## src/rtl/strap_pkg.sv

```systemverilog
package strap_pkg;

  typedef enum logic {
    PRIV_USER  = 1'b0,
    PRIV_SUPER = 1'b1
  } priv_e;

  typedef enum logic [2:0] {
    CSR_STATUS = 3'd0,
    CSR_IEN    = 3'd1,
    CSR_TVEC   = 3'd2,
    CSR_EPC    = 3'd3,
    CSR_CAUSE  = 3'd4,
    CSR_TVAL   = 3'd5,
    CSR_IPEND  = 3'd6,
    CSR_NONE   = 3'd7
  } csr_sel_e;

  // status register bit positions, decoded by software
  localparam int unsigned ST_GIE_POS  = 1;
  localparam int unsigned ST_PGIE_POS = 5;
  localparam int unsigned ST_PPRV_POS = 8;

  // interrupt sources, index into 3-bit line vectors
  localparam int unsigned NSRC    = 3;
  localparam int unsigned SRC_SW  = 0;
  localparam int unsigned SRC_TMR = 1;
  localparam int unsigned SRC_EXT = 2;

  typedef struct packed {
    logic pprv;   // privilege before the trap
    logic pgie;   // global enable before the trap
    logic gie;    // global interrupt enable
  } stat_t;

  // bit position of a source in the enable/pending words; also its cause code
  function automatic int unsigned src_pos(input int unsigned s);
    return 1 + 4 * s;
  endfunction

endpackage

```

## src/rtl/strap_irq_arb.sv

```systemverilog
module strap_irq_arb
  import strap_pkg::*;
(
  input  logic [NSRC-1:0] lines,
  input  logic [NSRC-1:0] ien,
  input  logic            gie,
  output logic            irq_fire,
  output logic [3:0]      irq_code
);

  logic [NSRC-1:0] active;

  assign active   = lines & ien;
  assign irq_fire = gie & (|active);

  // lowest priority first; the last match wins
  always_comb begin
    irq_code = 4'(src_pos(SRC_TMR));
    if (active[SRC_SW])  irq_code = 4'(src_pos(SRC_SW));
    if (active[SRC_EXT]) irq_code = 4'(src_pos(SRC_EXT));
  end

endmodule

```

## src/rtl/strap_status.sv

```systemverilog
module strap_status
  import strap_pkg::*;
(
  input  logic  clk,
  input  logic  rst_n,
  input  logic  trap_fire,
  input  logic  sret_fire,
  input  logic  wr_status,
  input  stat_t wr_val,
  output stat_t stat_q,
  output priv_e priv_q
);

  always_ff @(posedge clk) begin
    if (!rst_n) begin
      stat_q <= '0;
      priv_q <= PRIV_SUPER;
    end else if (trap_fire) begin
      stat_q.pprv <= logic'(priv_q);
      stat_q.pgie <= stat_q.gie;
      stat_q.gie  <= 1'b0;
      priv_q      <= PRIV_SUPER;
    end else if (sret_fire) begin
      stat_q.gie  <= stat_q.pgie;
      priv_q      <= priv_e'(stat_q.pprv);
      stat_q.pgie <= 1'b1;
      stat_q.pprv <= 1'b0;
    end else if (wr_status) begin
      stat_q <= wr_val;
    end
  end

endmodule

```

## src/rtl/strap_regs.sv

```systemverilog
module strap_regs
  import strap_pkg::*;
#(
  parameter int unsigned XLEN      = 32,
  parameter int unsigned CODE_W    = 5,
  parameter logic [XLEN-1:0] RESET_VEC = XLEN'(32'h0000_0100)
) (
  input  logic              clk,
  input  logic              rst_n,
  input  logic              trap_fire,
  input  logic              trap_is_irq,
  input  logic [CODE_W-1:0] trap_code,
  input  logic [XLEN-1:0]   trap_tval,
  input  logic [XLEN-1:0]   cur_pc,
  input  logic              wr_en,
  input  csr_sel_e          wr_sel,
  input  logic [XLEN-1:0]   wr_data,
  output logic [XLEN-1:0]   epc_q,
  output logic [XLEN-1:0]   cause_q,
  output logic [XLEN-1:0]   tval_q,
  output logic [XLEN-1:0]   tvec_q,
  output logic [NSRC-1:0]   ien_q
);

  function automatic logic [XLEN-1:0] cause_word(input logic is_irq,
                                                 input logic [CODE_W-1:0] code);
    logic [XLEN-1:0] w;
    w = '0;
    w[CODE_W-1:0] = code;
    w[XLEN-1] = is_irq;
    return w;
  endfunction

  function automatic logic [XLEN-1:0] vec_align(input logic [XLEN-1:0] v);
    return {v[XLEN-1:2], 2'b00};
  endfunction

  function automatic logic [NSRC-1:0] ien_pick(input logic [XLEN-1:0] d);
    logic [NSRC-1:0] e;
    for (int unsigned s = 0; s < NSRC; s++) e[s] = d[src_pos(s)];
    return e;
  endfunction

  // registers the trap also writes: trap first, then software
  always_ff @(posedge clk) begin
    if (!rst_n) begin
      epc_q   <= '0;
      cause_q <= '0;
      tval_q  <= '0;
    end else if (trap_fire) begin
      epc_q   <= cur_pc;
      cause_q <= cause_word(trap_is_irq, trap_code);
      tval_q  <= trap_tval;
    end else if (wr_en) begin
      case (wr_sel)
        CSR_EPC:   epc_q   <= wr_data;
        CSR_CAUSE: cause_q <= wr_data;
        CSR_TVAL:  tval_q  <= wr_data;
        default: ;
      endcase
    end
  end

  // software-only registers
  always_ff @(posedge clk) begin
    if (!rst_n) begin
      tvec_q <= vec_align(RESET_VEC);
      ien_q  <= '0;
    end else if (wr_en) begin
      if (wr_sel == CSR_TVEC) tvec_q <= vec_align(wr_data);
      if (wr_sel == CSR_IEN)  ien_q  <= ien_pick(wr_data);
    end
  end

endmodule

```

## src/rtl/strap_unit.sv

```systemverilog
module strap_unit
  import strap_pkg::*;
#(
  parameter int unsigned XLEN      = 32,
  parameter int unsigned CODE_W    = 5,
  parameter logic [XLEN-1:0] RESET_VEC = XLEN'(32'h0000_0100)
) (
  input  logic              clk,
  input  logic              rst_n,
  input  logic [XLEN-1:0]   cur_pc,
  input  logic              exc_valid,
  input  logic [CODE_W-1:0] exc_code,
  input  logic [XLEN-1:0]   exc_tval,
  input  logic              irq_ext,
  input  logic              irq_tmr,
  input  logic              irq_sw,
  input  logic              sret_req,
  input  logic              csr_we,
  input  logic [2:0]        csr_addr,
  input  logic [XLEN-1:0]   csr_wdata,
  output logic [XLEN-1:0]   csr_rdata,
  output logic              redirect_valid,
  output logic [XLEN-1:0]   redirect_pc,
  output logic              priv_mode
);

  localparam int unsigned IRQ_PAD = CODE_W - 4;

  // named internal events, observed by the bound checker
  logic              trap_fire;
  logic              irq_fire;
  logic              sret_fire;
  logic              wr_ok;
  logic              gie_w;
  logic              pgie_w;
  logic              pprv_w;
  logic              cause_msb_w;

  logic [NSRC-1:0]   lines;
  logic [3:0]        irq_code;
  logic              trap_is_irq;
  logic [CODE_W-1:0] trap_code;
  logic [XLEN-1:0]   trap_tval;
  csr_sel_e          sel;
  stat_t             stat_q;
  stat_t             wr_stat;
  priv_e             priv_q;
  logic [XLEN-1:0]   epc_q, cause_q, tval_q, tvec_q;
  logic [NSRC-1:0]   ien_q;

  function automatic logic [XLEN-1:0] status_word(input stat_t s);
    logic [XLEN-1:0] w;
    w = '0;
    w[ST_GIE_POS]  = s.gie;
    w[ST_PGIE_POS] = s.pgie;
    w[ST_PPRV_POS] = s.pprv;
    return w;
  endfunction

  function automatic stat_t status_pick(input logic [XLEN-1:0] d);
    stat_t s;
    s.gie  = d[ST_GIE_POS];
    s.pgie = d[ST_PGIE_POS];
    s.pprv = d[ST_PPRV_POS];
    return s;
  endfunction

  // place per-source bits into a word at their fixed positions
  function automatic logic [XLEN-1:0] src_word(input logic [NSRC-1:0] v);
    logic [XLEN-1:0] w;
    w = '0;
    for (int unsigned s = 0; s < NSRC; s++) w[src_pos(s)] = v[s];
    return w;
  endfunction

  assign lines[SRC_SW]  = irq_sw;
  assign lines[SRC_TMR] = irq_tmr;
  assign lines[SRC_EXT] = irq_ext;

  strap_irq_arb u_arb (
    .lines    (lines),
    .ien      (ien_q),
    .gie      (stat_q.gie),
    .irq_fire (irq_fire),
    .irq_code (irq_code)
  );

  // exceptions are taken unconditionally and outrank interrupts
  assign trap_fire   = exc_valid | irq_fire;
  assign trap_is_irq = ~exc_valid;
  assign trap_code   = exc_valid ? exc_code : {{IRQ_PAD{1'b0}}, irq_code};
  assign trap_tval   = exc_valid ? exc_tval : '0;
  assign sret_fire   = sret_req & ~trap_fire;
  assign wr_ok       = csr_we & ~trap_fire & ~sret_fire;
  assign sel         = csr_sel_e'(csr_addr);
  assign wr_stat     = status_pick(csr_wdata);

  strap_status u_status (
    .clk       (clk),
    .rst_n     (rst_n),
    .trap_fire (trap_fire),
    .sret_fire (sret_fire),
    .wr_status (wr_ok && (sel == CSR_STATUS)),
    .wr_val    (wr_stat),
    .stat_q    (stat_q),
    .priv_q    (priv_q)
  );

  strap_regs #(
    .XLEN      (XLEN),
    .CODE_W    (CODE_W),
    .RESET_VEC (RESET_VEC)
  ) u_regs (
    .clk         (clk),
    .rst_n       (rst_n),
    .trap_fire   (trap_fire),
    .trap_is_irq (trap_is_irq),
    .trap_code   (trap_code),
    .trap_tval   (trap_tval),
    .cur_pc      (cur_pc),
    .wr_en       (wr_ok),
    .wr_sel      (sel),
    .wr_data     (csr_wdata),
    .epc_q       (epc_q),
    .cause_q     (cause_q),
    .tval_q      (tval_q),
    .tvec_q      (tvec_q),
    .ien_q       (ien_q)
  );

  always_comb begin
    redirect_valid = trap_fire | sret_fire;
    if (trap_fire)      redirect_pc = tvec_q;
    else if (sret_fire) redirect_pc = epc_q;
    else                redirect_pc = '0;
  end

  always_comb begin
    case (sel)
      CSR_STATUS: csr_rdata = status_word(stat_q);
      CSR_IEN:    csr_rdata = src_word(ien_q);
      CSR_TVEC:   csr_rdata = tvec_q;
      CSR_EPC:    csr_rdata = epc_q;
      CSR_CAUSE:  csr_rdata = cause_q;
      CSR_TVAL:   csr_rdata = tval_q;
      CSR_IPEND:  csr_rdata = src_word(lines);
      default:    csr_rdata = '0;
    endcase
  end

  assign priv_mode   = logic'(priv_q);
  assign gie_w       = stat_q.gie;
  assign pgie_w      = stat_q.pgie;
  assign pprv_w      = stat_q.pprv;
  assign cause_msb_w = cause_q[XLEN-1];

endmodule

```

## config.mk

```make
export PLATFORM = sky130hd
export DESIGN_NAME = strap_unit
export DESIGN_NICKNAME = d
export VERILOG_FILES = /design/src/rtl/strap_pkg.sv /design/src/rtl/strap_irq_arb.sv /design/src/rtl/strap_status.sv /design/src/rtl/strap_regs.sv /design/src/rtl/strap_unit.sv
export SDC_FILE = /design/constraint.sdc
export NUM_CORES = 1
export LEC_CHECK = 0
export ABC_AREA = 1
export BUFFER_PORTS_ARGS = -buffer_cell sky130_fd_sc_hd__buf_2
export CAP_MARGIN = 0
export CORE_MARGIN = 1
export CORE_UTILIZATION = 40
export DETAILED_ROUTE_END_ITERATION = 6
export SETUP_SLACK_MARGIN = 0.15
export SYNTH_ARGS = -nofsm -noshare
export SYNTH_HDL_FRONTEND = slang
export SYNTH_SLANG_ARGS = --single-unit
```

## constraint.sdc

```tcl
create_clock -name clk -period 1.73 [get_ports clk]
set_input_delay 0.0865 -clock clk [delete_from_list [all_inputs] [get_ports clk]]
set_output_delay 0.0865 -clock clk [all_outputs]
set_load 0.01 [all_outputs]
```

* After elaboration in Yosys (flattened, before gate mapping)
Cells that the tools add are included.
Storage, ports and cells: bits in registers 133, input bits 112
Operators by class: equality and inequality tests 6, reductions and logical operators 16, bitwise gates (word level) 11, multiplexer cells 19
Operator list (count):
- $mux 32 | 12
- $pmux 32 s7 | 1
- $mux 3 | 4
- $reduce_and 2->1 | 6
- $reduce_bool 2->1 | 5
- $eq 3x3->1 const B | 3
- $eq 3x2->1 const B | 2
- $mux 5 | 1
- $and 1x1->1 | 4
- $mux 4 | 1
- $not 1->1 | 4
- $and 3x3->3 | 1
- $eq 3x1->1 const B | 1
- $logic_not 3->1 | 1
- $reduce_bool 3->1 | 1
- $reduce_or 3->1 | 1
- $or 1x1->1 | 2
- $reduce_or 2->1 | 1
- $logic_and 1x1->1 | 1

* Depth between registers and ports, before layout
Gate-level depths: netlist of the first run.
depth in word-level cells 12, depth in mapped cells 10

* By module
A second synthesis of the first run with hierarchy kept.
Unflattened totals: cell total of the unflattened synthesis 1258, area total of the unflattened synthesis 7644.8 µm²
Modules (own cells, without submodules):
- strap_regs | seq. area each 2582.5 µm², instances 1, area each 5432.7 µm², cells each 790
- strap_unit | seq. area each 0.0 µm², instances 1, area each 1940.6 µm², cells each 425
- strap_status | seq. area each 80.1 µm², instances 1, area each 203.9 µm², cells each 30
- strap_irq_arb | seq. area each 0.0 µm², instances 1, area each 67.6 µm², cells each 13

* Worst setup path after synthesis of the first run
No wires, ideal clock.
kind reg-to-output, start reg u_regs.ien_q[2], end out redirect_pc[10], stages on the path, launching flop included 9, arrival 1379 ps, setup slack 265 ps, required time 1643 ps, cells stage by stage dfxtp_1 -> nand2_1 -> nand3_1 -> nand2_1 -> nand2_1 -> buf_2 -> clkbuf_1 -> nand2_1 -> o21ai_0
On the way: word-level cells in the longest chain between the ends 8
Ends and longest elaborated chain:
- from (decl) | line strap_regs.sv:22 | output logic [NSRC-1:0] ien_q
- from (signal assigned) | line strap_regs.sv:71 | if (wr_sel == CSR_IEN) ien_q <= ien_pick(wr_data);
- $and 3x3->3 (*) | line strap_irq_arb.sv:13 | assign active = lines & ien;
- $reduce_or 3->1 (*) | line strap_irq_arb.sv:14 | assign irq_fire = gie & (|active);
- $and 1x1->1 (*) | line strap_irq_arb.sv:14
- $or 1x1->1 (*) | line strap_unit.sv:89 | assign trap_fire = exc_valid | irq_fire;
- $not 1->1 | line strap_unit.sv:93 | assign sret_fire = sret_req & ~trap_fire;
- $and 1x1->1 | line strap_unit.sv:93
- $mux 32 | line strap_unit.sv:134 | else if (sret_fire) redirect_pc = epc_q;
- $mux 32 (*) | line strap_unit.sv:133 | if (trap_fire) redirect_pc = tvec_q;
- to (decl) | line strap_unit.sv:23 | output logic [XLEN-1:0] redirect_pc,
Every way passes the cells marked *; elsewhere a longest branch is shown, timed or not.

* Worst setup path in the final report of the first run
start reg u_regs.ien_q[2], end out redirect_pc[21]
The elaborated chain is that of the path after synthesis.

==> results of run 1 <==
stage by stage:
stage | instance area, um2 | hold WS [ns] | setup slack (ns)
floorplan | 6815 | 0.2128 | 0.2645
global placement | 8078 | 0.3452 | 0.1402
detailed placement | 8078 | 0.3505 | 0.09456
CTS | 9528 | 0.00001746 | -0.06779
global route | 10710 | 0.009102 | -0.1722
finish | 10710 | -0.01497 | -0.1258
cell type report:
class / instances / area (um2) / area share (%)
Multi-Input combinational cell: 795 / 4154 / 38.78
Tap cell: 220 / 275.3 / 2.570
Inverter: 80 / 325.3 / 3.037
Clock inverter: 6 / 88.84 / 0.8294
Clock buffer: 26 / 529.3 / 4.942
Sequential cell: 133 / 2666 / 24.89
Timing Repair inverter: 2 / 20.02 / 0.1869
Timing Repair Buffer: 313 / 2651 / 24.75
timing repair:
action,CTS,global route
resized for setup,79,166
hold endpoints to repair,77,0
gates cloned,2,16
hold buffers,49,0
buffers inserted,10,21
setup endpoints to repair,99,122
pin swaps,5,26
path summary, 6_finish.rpt:
kind,cells after the start,endpoint,start
worst max-delay path,7,redirect_pc[21],u_regs.ien_q[2]
worst min-delay path,5,u_regs.tval_q[4],exc_tval[4]
worst max register to register,11,u_regs.epc_q[5],u_regs.ien_q[2]
worst min register to register,2,u_regs.epc_q[19],u_regs.epc_q[19]
registers in the layout, indices dropped and copies added (netlist names):
signal	cells
u_regs.tvec_q	30
u_regs.tval_q	32
u_regs.epc_q	32
u_status.priv_q	1
u_regs.cause_q	32
u_status.stat_q	3
u_regs.ien_q	3
Yosys cell counts, drive strengths merged:
cell / number
nand2: 307
dfxtp: 133
inv: 80
o2111ai: 27
o22ai: 5
o211ai: 1
or2: 1
o21ai: 127
nor3: 3
o221ai: 2
clkbuf: 28
buf: 38
nand4: 6
o31ai: 3
a21oi: 26
a221oi: 2
nand3: 45
nor2: 239
layer usage:
layer / global-route usage [%] / up-vias / routed length, um
met5: 0 / - / 0
met4: 6.386 / 0 / 572
met3: 5.441 / 43 / 2088
met2: 44.50 / 405 / 12720
met1: 39.57 / 3823 / 12140
li1: - / 4000 / -
critical path, stage by stage, from the launching register on:
cell,delay [ns]
dfxtp_2,0.33
nand2_4,0.09
nand3_4,0.08
nand2_4,0.09
nand3_4,0.21
clkbuf_16,0.26
o21ai_4,0.15
buf_6,0.12
power by group:
part | internal (mW) | leakage, nW | switching, mW
logic | 0.710 | 3.56 | 0.931
clock network | 2.39 | 0.299 | 1.37
registers | 3.22 | 1.09 | 0.0830
cell families after synthesis:
group	Yosys count	share of synthesized area (%)
buf+inv	146	9.069
simple gates	601	35.21
flops	133	39.07
compound gates	193	16.65
==> impl_results.md, run 1 <==
- Final setup fails: roughly 70
- Cells after synthesis: between 1,000 and 1,500
- Clock skew: 0.006262 ns
- Most frequent cells in the layout: nand2_1, nor2_1, buf_2, dfxtp_1, inv_1
- Initial DRT Pass Iterations: 5
- Ports: around 180
- Fill count: ~1,500
- Final hold vios: 2
- Core Area: about 17,000 um2
- Global-route wire length before repair: ~39,000 um
- Clk buf depth: 2
- Fraction of layout cells with a size suffix above 1: about a third
- CTS sink count: about 130
- Failing checks: hold timing, setup timing
- Layout area overhead: 57.15%
- Fin nets: between 1,000 and 1,500
- Chip Height: approximately 130 um
- CTS Buf Count: 17
- Largest cells by area after synthesis: dfxtp_1, nand2_1, nor2_1, o21ai_0, o21ai_1
- Port Buffer Count: 177
- Final RePlAce weighted congestion: 0.8730
- Flop-to-flop setup slack: -0.10 ns
- Routed via count: a little over 8,000
- Die width: between 100 and 150 um
- DRC: 0
- Starting DRT DRC Count: 630
- Worst slew margin: around 69%
- Routed length per placed instance: around 17 um
- GRT Util Overall: 28.19%
- Yosys top cell area share: 39.07%
- RSZ-0062 raised after global routing: true
- Vias in the first global route: 7,345
- Worst Tran Pin Value: around 0.47 ns
- Syn Nets: between 1,000 and 1,500
- Synth warn: 0
- Worst EP arrival: roughly 1.8 ns
- Gr ovfl total: 0
- Antenna Nets Post-Route: 0
- Reg clk slew, reported paths: roughly 0.060 ns
- FP Rows: 47
- Final period util: 107.3%
- Pwr/cell area: a little over 800 nW/um2
- CTS root buffer: clkbuf_16
- Initial Util: about two fifths
- Status: finished with violations
- MaxCap Viol Count: 0
- Ant. Diodes: 0
- Post-synthesis register bit count: between 100 and 150
- Drt total wl: around 28,000 um
- Via/cell ratio: about 5.3
- LEAKAGE: ~5 nW
- Htree depth: 4
- CP startpoint kind: register
- Non-filler cells, final: approximately 1,600
- Hold slack: -0.01497 ns
- Sequential area share after synthesis: approximately two fifths
- Cell Area, Synth: between 6000 and 7000 um2
- Largest net degree at the start of global routing: 44
- Total power after layout: between 8 and 9 mW
- Pins Over Slew Limit: 0
- F_max: 0.5389 GHz
- Initial antenna violation count: 0
- DIE AREA: about 18,000 um2
- Setup TNS: -4.558 ns
- Unique masters post-synth: 33
- Post-route core utilization: between 60 and 70%
- Tmin final: 1.856 ns
- Crit Path Class: register to output port
- Final setup margin: -0.1258 ns
- Cell taking the most area after synthesis: dfxtp_1
- Commonest non-fill, non-tap cell in the layout: nand2_1
- Latest clock arrival within the worst-skew pair: around 0.43 ns
- CP required: 1.64 ns
- Worst min path class: input port to register
- Mean Syn Cell Area: approximately 6.4 um2
- Crit path capture type: output port
- CTS tree: done
- Worst Path Max Fanout: 6
- Placed Cells: roughly 1,400
- Maximum vdd drop: 0.7374 mV
- Hpwl dp: 15,960 um
Note: power is estimated with default switching activity, not from simulation.
==> run 2: changes to the inputs <==
- GPL_TIMING_DRIVEN: not set -> 0
==> run 2 against run 1 <==
The flow finishes with violations (setup timing). Sequential power is essentially flat. First-iteration DRC count up 53%. Via count is 14% higher. Clock skew increased by 0.0014 ns. Wire length is 29% higher. Fmax decreased by 0.14%. Critical path depth grew 1. Setup slack worse by 0.0026 ns. Hold slack improved by 0.015 ns. Flip-flop and latch count stayed put. Total power increased by 1.5%. Combinational power up 27%. Largest cell class unchanged. Largest power group unchanged. Highest routed layer unchanged.
==> impl_results.md, run 2 (synthesized netlist as in run 1, its figures left out) <==
- Status: finished with violations
- Failing checks: setup timing
- Initial Util: 41.10%
- Fill count: 1,315
- GRT Util Overall: 36.84%
- Ports: roughly 180
- FP Rows: 47
- Fraction of layout cells with a size suffix above 1: between 40 and 50%
- CTS tree: done
- Clk buf depth: 2
- Crit path capture type: output port
- CP required: about 1.6 ns
- Gr ovfl total: 0
- Pwr/cell area: roughly 750 nW/um2
- DP Area: about 8000 um2
- F_max: ~0.54 GHz
- Latest clock arrival within the worst-skew pair: ~0.43 ns
- Worst EP arrival: about 1.8 ns
- Starting DRT DRC Count: between 900 and 1,000
- Maximum vdd drop: ~0.75 mV
- Final setup margin: -0.1284 ns
- Worst hold path depth: 5
- Finished Cell Area: approximately 12,000 um2
- Total power after layout: 8.830 mW
- Placed Cells: around 1,500
- Final RePlAce weighted congestion: roughly 0.93
- Routed length per placed instance: around 22 um
- Layout area overhead: 73.10%
- Worst Path Max Fanout: 5
- Switching portion of total power: 30.55%
- P_int: 6.132 mW
- Non-filler cells, final: ~1,600
- Seq pwr share: a little under two fifths
- Largest net degree at the start of global routing: 17
- Final hold vios: 0
- Worst Tran Pin Value: around 0.98 ns
- Port Buffer Count: 174
- Clock power frac: ~39%
- MaxCap Viol Count: 0
- Worst min path class: input port to register
- Final period util: 107.4%
- RSZ-0062 raised after global routing: true
- Initial DRT Pass Iterations: 6
- Comb power frac: a little under a quarter
- Setup TNS: -6.634 ns
- Tmin final: about 1.9 ns
- Global-route wire length before repair: ~48,000 um
- Antenna Nets Post-Route: 0
- Crit Path Class: register to output port
- R2r worst-path depth: 11
- Most frequent cells in the layout: nand2_1, buf_2, nor2_1, dfxtp_1, inv_1
- Ant. Diodes: 0
- Fin nets: 1,511
- Drt total wl: roughly 36,000 um
- Post-route core utilization: between 70% and 80%
- Worst slew margin: roughly 34%
- DIE AREA: ~18,000 um2
- Via/cell ratio: between 5 and 6
- Pins Over Slew Limit: 0
- Commonest non-fill, non-tap cell in the layout: nand2_1
- Top Registers: u_regs.cause_q: 32 flops, u_regs.epc_q: 32 flops, u_regs.tval_q: 32 flops
- CTS root buffer: clkbuf_16
- Place WS: -0.5319 ns
- Routed via count: around 9,500
- Final setup fails: about 110
- DRC: 0
- Chip Height: ~130 um
- Htree depth: 4
- Hpwl dp: about 19,000 um
- CTS sink count: ~130
- Reg clk slew, reported paths: roughly 0.06 ns
- Sw power: 2.698 mW
- Clock skew: 0.007648 ns
- CTS Buf Count: 17
- Vias in the first global route: 8,523
- Die width: ~130 um
- LEAKAGE: between 5 and 6 nW
- CP startpoint kind: register
- Hold slack: about 0.00017 ns
- Core Area: 16,580 um2
- Initial antenna violation count: 0
## run 2: cell count changes in the layout (fill, tap and decap cells not counted), sizes merged
cell and change:
bufbuf +1, clkinv +6, clkbuf +16, o31ai +1, dlygate4sd3 -1, buf +36, nand2 +1, inv -3
bufinv -1, nor2 -1
## run 2: timing repair
item	in CTS	in global routing
hold buffers	48	0
cloned	18	8
pin swaps	47	49
resized for setup	330	179
hold endpoints to repair	76	0
setup buffers	43	17
setup endpoints to repair	186	196
## run 2: layout make-up
class	instances	area, um2	area share, %
Clock buffer	20	456.7	3.871
Tap cell	220	275.3	2.333
Buffer	65	780.7	6.618
Inverter	80	322.8	2.736
Clock inverter	10	83.83	0.7106
Timing Repair Buffer	306	2626	22.26
Multi-Input combinational cell	796	4582	38.84
Sequential cell	133	2670	22.63
## run 2: path summary, 6_finish.rpt
check                                         end  slack, ns             from
worst max-delay path              redirect_pc[16]      -0.13  u_regs.ien_q[0]
worst min register to register    u_regs.epc_q[4]       0.46  u_regs.epc_q[4]
worst max register to register  u_regs.tvec_q[29]      -0.11  u_regs.ien_q[0]
worst min-delay path            u_regs.cause_q[1]     0.0002      exc_code[1]
## run 2: power groups by stage
stage	registers, mW	logic (mW)	clock network (mW)
after floorplan	3.34	0.660	0
after global placement	3.36	1.17	0
after detailed placement	3.36	1.17	0
after CTS	3.30	1.70	3.37
after global routing	3.33	2.17	3.52
final	3.32	2.09	3.42
## run 2: layer usage
layer / global-route usage (%) / routed length (um)
met1: 45.32 / 13050
met2: 59.59 / 15520
met3: 8.621 / 4363
met4: 19.92 / 2691
met5: 0 / 0
## run 2: worst max-delay path: stages (launching register included)
cell and delay (ns):
dfxtp_4 0.36, nand2_4 0.08, nand3_4 0.07, nand2_4 0.11, nand3_4 0.09, buf_12 0.17, clkbuf_16 0.17, o22ai_4 0.15
buf_6 0.13
